$ cat src/rtl/pix_pkg.sv
package pix_pkg;
  localparam int unsigned PIX_W   = 32;
  localparam int unsigned WORD_B  = 4;
  localparam int unsigned WORD_W  = 8 * WORD_B;
  localparam int unsigned ACC_B   = WORD_B - 1;
  localparam int unsigned ACC_W   = 8 * ACC_B;
  localparam int unsigned WIDE_W  = ACC_W + WORD_W;
  localparam int unsigned CNT_W   = $clog2(WORD_B);
  localparam int unsigned NB_W    = $clog2(2 * WORD_B);

  typedef enum logic [1:0] {DEP_16, DEP_24, DEP_32, DEP_BAD} depth_e;

  function automatic depth_e depth_of(input logic [3:0] code);
    depth_e d;
    unique case (code[3:2])
      2'b00:   d = DEP_16;
      2'b01:   d = code[1] ? DEP_16 : DEP_BAD;
      2'b10:   d = code[1] ? DEP_BAD : DEP_24;
      default: d = DEP_32;
    endcase
    return d;
  endfunction

  function automatic logic [WORD_B-1:0] low_mask(input logic [NB_W-1:0] n);
    logic [WORD_B-1:0] m;
    for (int i = 0; i < WORD_B; i++) m[i] = (NB_W'(i) < n);
    return m;
  endfunction
endpackage

$ cat src/rtl/pix_fmt_conv.sv
module pix_fmt_conv
  import pix_pkg::*;
(
  input  logic [3:0]       code_i,
  input  logic             alpha_en_i,
  input  logic             alpha_inv_i,
  input  logic [PIX_W-1:0] pix_i,
  output logic [WORD_W-1:0] val_o,
  output logic [NB_W-1:0]  nbytes_o,
  output logic             bad_o
);
  logic [7:0] a8, r8, g8, b8, hi8, lo8;
  depth_e     dep;

  always_comb begin
    r8  = pix_i[23:16];
    g8  = pix_i[15:8];
    b8  = pix_i[7:0];
    a8  = alpha_en_i ? (pix_i[31:24] ^ {8{alpha_inv_i}}) : {8{~alpha_inv_i}};
    hi8 = code_i[0] ? r8 : b8;
    lo8 = code_i[0] ? b8 : r8;
    dep = depth_of(code_i);
    val_o    = '0;
    nbytes_o = '0;
    bad_o    = 1'b0;
    unique case (dep)
      DEP_16: begin
        nbytes_o = NB_W'(2);
        if (code_i[2])
          val_o = {16'h0, hi8[7:3], g8[7:2], lo8[7:3]};
        else if (code_i[1])
          val_o = {16'h0, hi8[7:4], g8[7:4], lo8[7:4], a8[7:4]};
        else
          val_o = {16'h0, a8[7:4], hi8[7:4], g8[7:4], lo8[7:4]};
      end
      DEP_24: begin
        nbytes_o = NB_W'(3);
        val_o    = {8'h0, hi8, g8, lo8};
      end
      DEP_32: begin
        nbytes_o = NB_W'(4);
        val_o    = code_i[1] ? {hi8, g8, lo8, a8} : {a8, hi8, g8, lo8};
      end
      default: bad_o = 1'b1;
    endcase
  end
endmodule

$ cat src/rtl/pix_byte_accum.sv
module pix_byte_accum
  import pix_pkg::*;
(
  input  logic              clk,
  input  logic              rst_n,
  input  logic              in_valid_i,
  output logic              in_ready_o,
  input  logic              in_bad_i,
  input  logic [WORD_W-1:0] in_val_i,
  input  logic [NB_W-1:0]   in_nb_i,
  input  logic              in_eol_i,
  input  logic [WORD_B-1:0] byte_en_i,
  output logic              out_valid_o,
  input  logic              out_ready_i,
  output logic [WORD_W-1:0] out_data_o,
  output logic [WORD_B-1:0] out_strb_o,
  output logic              out_eol_o,
  output logic              err_o
);
  logic [ACC_W-1:0]  acc_q, acc_n;
  logic [CNT_W-1:0]  cnt_q, cnt_n;
  logic              flush_q, flush_n;
  logic              ov_q, ov_n;
  logic [WORD_W-1:0] od_q, od_n;
  logic [WORD_B-1:0] os_q, os_n;
  logic              oe_q, oe_n;
  logic              err_q, err_n;
  logic              ocan, fire, ld_out, ld_acc;
  logic [NB_W-1:0]   sum;
  logic [WIDE_W-1:0] wide;

  always_comb begin
    ocan   = !ov_q || out_ready_i;
    in_ready_o = ocan && !flush_q;
    fire   = in_valid_i && in_ready_o;
    sum    = NB_W'(cnt_q) + in_nb_i;
    wide   = WIDE_W'(acc_q) | (WIDE_W'(in_val_i) << {cnt_q, 3'b000});
    ov_n   = ov_q && !out_ready_i;
    od_n   = od_q;
    os_n   = os_q;
    oe_n   = oe_q;
    acc_n  = acc_q;
    cnt_n  = cnt_q;
    flush_n = flush_q;
    err_n  = 1'b0;
    ld_out = 1'b0;
    ld_acc = 1'b0;
    if (flush_q && ocan) begin
      ld_out = 1'b1; ld_acc = 1'b1;
      od_n = WORD_W'(acc_q);
      os_n = low_mask(NB_W'(cnt_q)) & byte_en_i;
      oe_n = 1'b1;
      acc_n = '0; cnt_n = '0; flush_n = 1'b0;
    end else if (fire && in_bad_i) begin
      err_n = 1'b1;
    end else if (fire) begin
      ld_acc = 1'b1;
      if (sum >= NB_W'(WORD_B)) begin
        ld_out  = 1'b1;
        od_n    = wide[WORD_W-1:0];
        os_n    = byte_en_i;
        oe_n    = in_eol_i && (sum == NB_W'(WORD_B));
        acc_n   = wide[WIDE_W-1:WORD_W];
        cnt_n   = CNT_W'(sum - NB_W'(WORD_B));
        flush_n = in_eol_i && (sum > NB_W'(WORD_B));
      end else if (in_eol_i) begin
        ld_out = 1'b1;
        od_n   = wide[WORD_W-1:0];
        os_n   = low_mask(sum) & byte_en_i;
        oe_n   = 1'b1;
        acc_n  = '0; cnt_n = '0;
      end else begin
        acc_n = wide[ACC_W-1:0];
        cnt_n = CNT_W'(sum);
      end
    end
    if (ld_out) ov_n = 1'b1;
  end

  always_ff @(posedge clk or negedge rst_n) begin
    if (!rst_n) begin
      ov_q <= 1'b0; err_q <= 1'b0; flush_q <= 1'b0;
      cnt_q <= '0; acc_q <= '0;
      od_q <= '0; os_q <= '0; oe_q <= 1'b0;
    end else begin
      ov_q  <= ov_n;
      err_q <= err_n;
      if (ld_acc || (flush_q && ocan)) begin
        acc_q <= acc_n; cnt_q <= cnt_n; flush_q <= flush_n;
      end
      if (ld_out) begin
        od_q <= od_n; os_q <= os_n; oe_q <= oe_n;
      end
    end
  end

  assign out_valid_o = ov_q;
  assign out_data_o  = od_q;
  assign out_strb_o  = os_q;
  assign out_eol_o   = oe_q;
  assign err_o       = err_q;
endmodule

$ cat src/rtl/pix_packer.sv
module pix_packer
  import pix_pkg::*;
(
  input  logic              clk,
  input  logic              rst_n,
  input  logic [3:0]        fmt_i,
  input  logic              alpha_en_i,
  input  logic              alpha_inv_i,
  input  logic [WORD_B-1:0] byte_en_i,
  input  logic              in_valid_i,
  output logic              in_ready_o,
  input  logic [PIX_W-1:0]  in_pix_i,
  input  logic              in_eol_i,
  output logic              out_valid_o,
  input  logic              out_ready_i,
  output logic [WORD_W-1:0] out_data_o,
  output logic [WORD_B-1:0] out_strb_o,
  output logic              out_eol_o,
  output logic              err_o
);
  logic [WORD_W-1:0] cv_val;
  logic [NB_W-1:0]   cv_nb;
  logic              cv_bad;

  pix_fmt_conv u_conv (
    .code_i      (fmt_i),
    .alpha_en_i  (alpha_en_i),
    .alpha_inv_i (alpha_inv_i),
    .pix_i       (in_pix_i),
    .val_o       (cv_val),
    .nbytes_o    (cv_nb),
    .bad_o       (cv_bad)
  );

  pix_byte_accum u_accum (
    .clk         (clk),
    .rst_n       (rst_n),
    .in_valid_i  (in_valid_i),
    .in_ready_o  (in_ready_o),
    .in_bad_i    (cv_bad),
    .in_val_i    (cv_val),
    .in_nb_i     (cv_nb),
    .in_eol_i    (in_eol_i),
    .byte_en_i   (byte_en_i),
    .out_valid_o (out_valid_o),
    .out_ready_i (out_ready_i),
    .out_data_o  (out_data_o),
    .out_strb_o  (out_strb_o),
    .out_eol_o   (out_eol_o),
    .err_o       (err_o)
  );
endmodule

$ cat config.mk
export PLATFORM = sky130hd
export DESIGN_NAME = pix_packer
export DESIGN_NICKNAME = d
export VERILOG_FILES = /design/src/rtl/pix_pkg.sv /design/src/rtl/pix_fmt_conv.sv /design/src/rtl/pix_byte_accum.sv /design/src/rtl/pix_packer.sv
export SDC_FILE = /design/constraint.sdc
export NUM_CORES = 1
export LEC_CHECK = 0
export ABC_AREA = 1
export BUFFER_PORTS_ARGS = -buffer_cell sky130_fd_sc_hd__buf_2
export CORE_MARGIN = 5
export CORE_UTILIZATION = 35
export CTS_CLUSTER_DIAMETER = 200
export DETAILED_ROUTE_END_ITERATION = 10
export PLACE_DENSITY = 0.66
export SETUP_SLACK_MARGIN = 0.5
export SYNTH_ARGS = -nofsm -noshare
export SYNTH_HDL_FRONTEND = slang
export SYNTH_SLANG_ARGS = --single-unit
$ cat constraint.sdc
create_clock -name clk -period 8.2 [get_ports clk]
set_clock_uncertainty 0.2 [all_clocks]
set_input_delay 0.41 -clock clk [delete_from_list [all_inputs] [get_ports clk]]
set_output_delay 0.41 -clock clk [all_outputs]
set_load 0.01 [all_outputs]
==> flow_metrics.env <==
export IMPL_clk_latency_ns=0.33
export IMPL_area_growth_pct=14.66
export IMPL_synth_area_um2=5207
export IMPL_place_congestion=1.007
export IMPL_synth_seq_cells=66
export IMPL_root_buffer="clkbuf_16"
export IMPL_post_cts_buffers=0
export IMPL_fin_total_pwr_uw=1889
export IMPL_grt_pass1_wl_um=28090
export IMPL_syn_area_per_cell_um2=5.986
export IMPL_via_count=5776
export IMPL_row_count=44
export IMPL_async_reset_ff_share_pct=100.0
export IMPL_first_iter_violations=513
export IMPL_initial_utilization_pct=35.69
export IMPL_hold_buffers=0
export IMPL_n_antenna_cell=0
export IMPL_r2r_start="u_accum.cnt_q[1]"
export IMPL_grt_max_degree=67
export IMPL_rsz0062_at_grt="no"
export IMPL_drv_slew=0
export IMPL_syn_nets=919
export IMPL_status="finished clean"
export IMPL_cts_buffers_inserted=9
export IMPL_io_pins=87
export IMPL_coreArea_um2=14590
export IMPL_worst_ir_drop_vdd_v=0.0001443
export IMPL_min_path_type="in -> async"
export IMPL_grt_pass1_vias=5392
export IMPL_gr_usage_all_layers_pct=19.77
export IMPL_grt_ovfl_total=0
export IMPL_placed_area_um2=5684
export IMPL_worst_ep_required_time_ns=8.26
export IMPL_synth_top_cell_area_share_pct=31.72
export IMPL_yosysSeqAreaShare_pct=31.72
export IMPL_final_antenna_net_count=0
export IMPL_htreeDepth=3
export IMPL_hold_viol_final=0
export IMPL_clk_path_buf_depth=2
export IMPL_cp_max_fo=34
export IMPL_synth_most_common_cell="nand2_1"
export IMPL_synth_main_ff_cell="dfrtp_1"
export IMPL_cp_end_kind="flop"
export IMPL_cts_clk_slew_worst_paths_ns=0.05
export IMPL_synth_cell_type_count=33
export IMPL_synth_common_cells="nand2_1, nand3_1, inv_1"
export IMPL_die_area_um2=17420
export IMPL_die_height_um=132.0
export IMPL_cts_resized=0
export IMPL_drive_gt1_share_pct=12.94
export IMPL_timing_hold_ws_ns=0.05797
export IMPL_die_x_um=132.0
export IMPL_finalSetupViolations=0
export IMPL_p_per_area_nw_per_um2=316.4
export IMPL_maxCapViolCount=0
export IMPL_cp_startpoint="fmt_i[1]"
export IMPL_wirelength_um=17560
export IMPL_fin_setup_tns_ns=0
export IMPL_critical_path_startpoint_type="input pin"
export IMPL_timing_fmax_mhz=234.4
export IMPL_finalCritPeriodShare_pct=52.03
export IMPL_tightest_slew_ns=1.139
export IMPL_cts_num_sinks=66
export IMPL_postSynthCellCount=870
export IMPL_wl_per_cell_um=15.80
export IMPL_viasPerCell=5.199
export IMPL_synth_area_leaders="dfrtp_1, nand2_1, nand3_1"
export IMPL_port_buffers=86
export IMPL_antenna_found_initial=0
export IMPL_cp_data_arrival_time_ns=4.33
export IMPL_nNetsFinal=972
export IMPL_post_route_min_period_ns=4.266
export IMPL_firstDrtPassIters=7
export IMPL_p_leak_uw=0.003343
export IMPL_finish_instance_area_um2=5971
export IMPL_synth_area_leader_cell="dfrtp_1"
export IMPL_crit_type="in -> reg"
export IMPL_yosys_warnings=0
export IMPL_slew_headroom_pct=23.79
export IMPL_cts_tree="built"
export IMPL_hpwl_um=13110
export IMPL_synth_edf_count=0
export IMPL_route_detailed_drc=0
[sequential cells by signal, summed over array words and instances (netlist names)]
register	cells
u_accum.acc_q	24
u_accum.err_o	1
u_accum.out_eol_o	1
u_accum.out_data_o	32
u_accum.out_valid_o	1
u_accum.cnt_q	2
u_accum.out_strb_o	4
u_accum.flush_q	1
[cells in the final DEF (no fill, tap or decap), drive strengths merged, types with 2 or more instances in the layout]
| cell | n |
|---|---|
| a21o | 2 |
| a21oi | 36 |
| a31oi | 10 |
| buf | 89 |
| clkbuf | 12 |
| clkinv | 2 |
| dfrtp | 66 |
| inv | 81 |
| nand2 | 380 |
| nand3 | 111 |
| nand4 | 8 |
| nor2 | 28 |
| o211ai | 13 |
| o21ai | 62 |
| o21bai | 4 |
| o22ai | 10 |
| or2 | 4 |
[logic make-up (layout without fill, tap and decap cells)]
group	count (synthesis)	in the layout	synth area share [%]
muxes	1	1	0.1922
AOI/OAI and AO/OA	139	139	15.16
and+or+nand+nor	533	533	41.93
DFF	66	66	31.72
adders and majority gates	2	2	0.6247
buffers and inverters	128	185	9.851
xor gates and xnor gates	1	1	0.5287
[through the flow]
stage | worst slack, ns | std cells | utilization, %
CTS | 4.021 | 1111 | 40.93
global placement | 3.815 | 1096 | 38.96
global route | 3.598 | 1111 | 40.93
detailed placement | 3.674 | 1096 | 38.96
floorplan | 5.259 | 870 | -
finish | 3.934 | 1111 | 40.93
[worst paths after layout]
| kind | to | slack (ns) | depth (start not counted) |
|---|---|---|---|
| min reg2reg | u_accum.out_data_o[10] | 0.28 | 2 |
| max reg2reg | u_accum.out_data_o[5] | 4.57 | 9 |
| max in group asynchronous | u_accum.out_data_o[27] | 7.17 | 2 |
| min | u_accum.out_data_o[17] | 0.06 | 2 |
| min in group clk | u_accum.out_strb_o[3] | 0.11 | 3 |
| max | u_accum.out_data_o[5] | 3.93 | 14 |
[power by group]
group | total, µW | internal (µW) | switching [µW]
registers | 564 | 465 | 98.9
logic | 946 | 308 | 638
clock network | 379 | 241 | 138
[worst max-delay path, stage by stage]
cell	delay, ns
buf_2	0.25
inv_2	0.39
nand3_1	0.29
inv_1	0.36
ha_1	0.21
inv_1	0.05
fa_1	0.47
xnor2_4	0.31
nand2_1	0.13
nand2_2	0.12
nand2_2	0.40
inv_2	0.68
nand2_1	0.12
nand2_1	0.11
[layout make-up]
class | count | area, µm²
inverter | 81 | 304.0
timing repair buffer | 89 | 452.9
tap | 184 | 230.2
clock inverter | 3 | 40.04
multi-input combinational | 676 | 3045
fill | 1601 | 8618
sequential | 66 | 1652
clock buffer | 12 | 246.5
[per-layer routing]
layer	vias to the layer above	share of wire (%)	track usage [%]
met5	-	0	0
met4	0	3.2	7.314
li1	2923	-	-
met3	37	4.5	4.160
met2	139	47	31.86
met1	2677	45	26.12
Power figures use the tool's default switching activity.
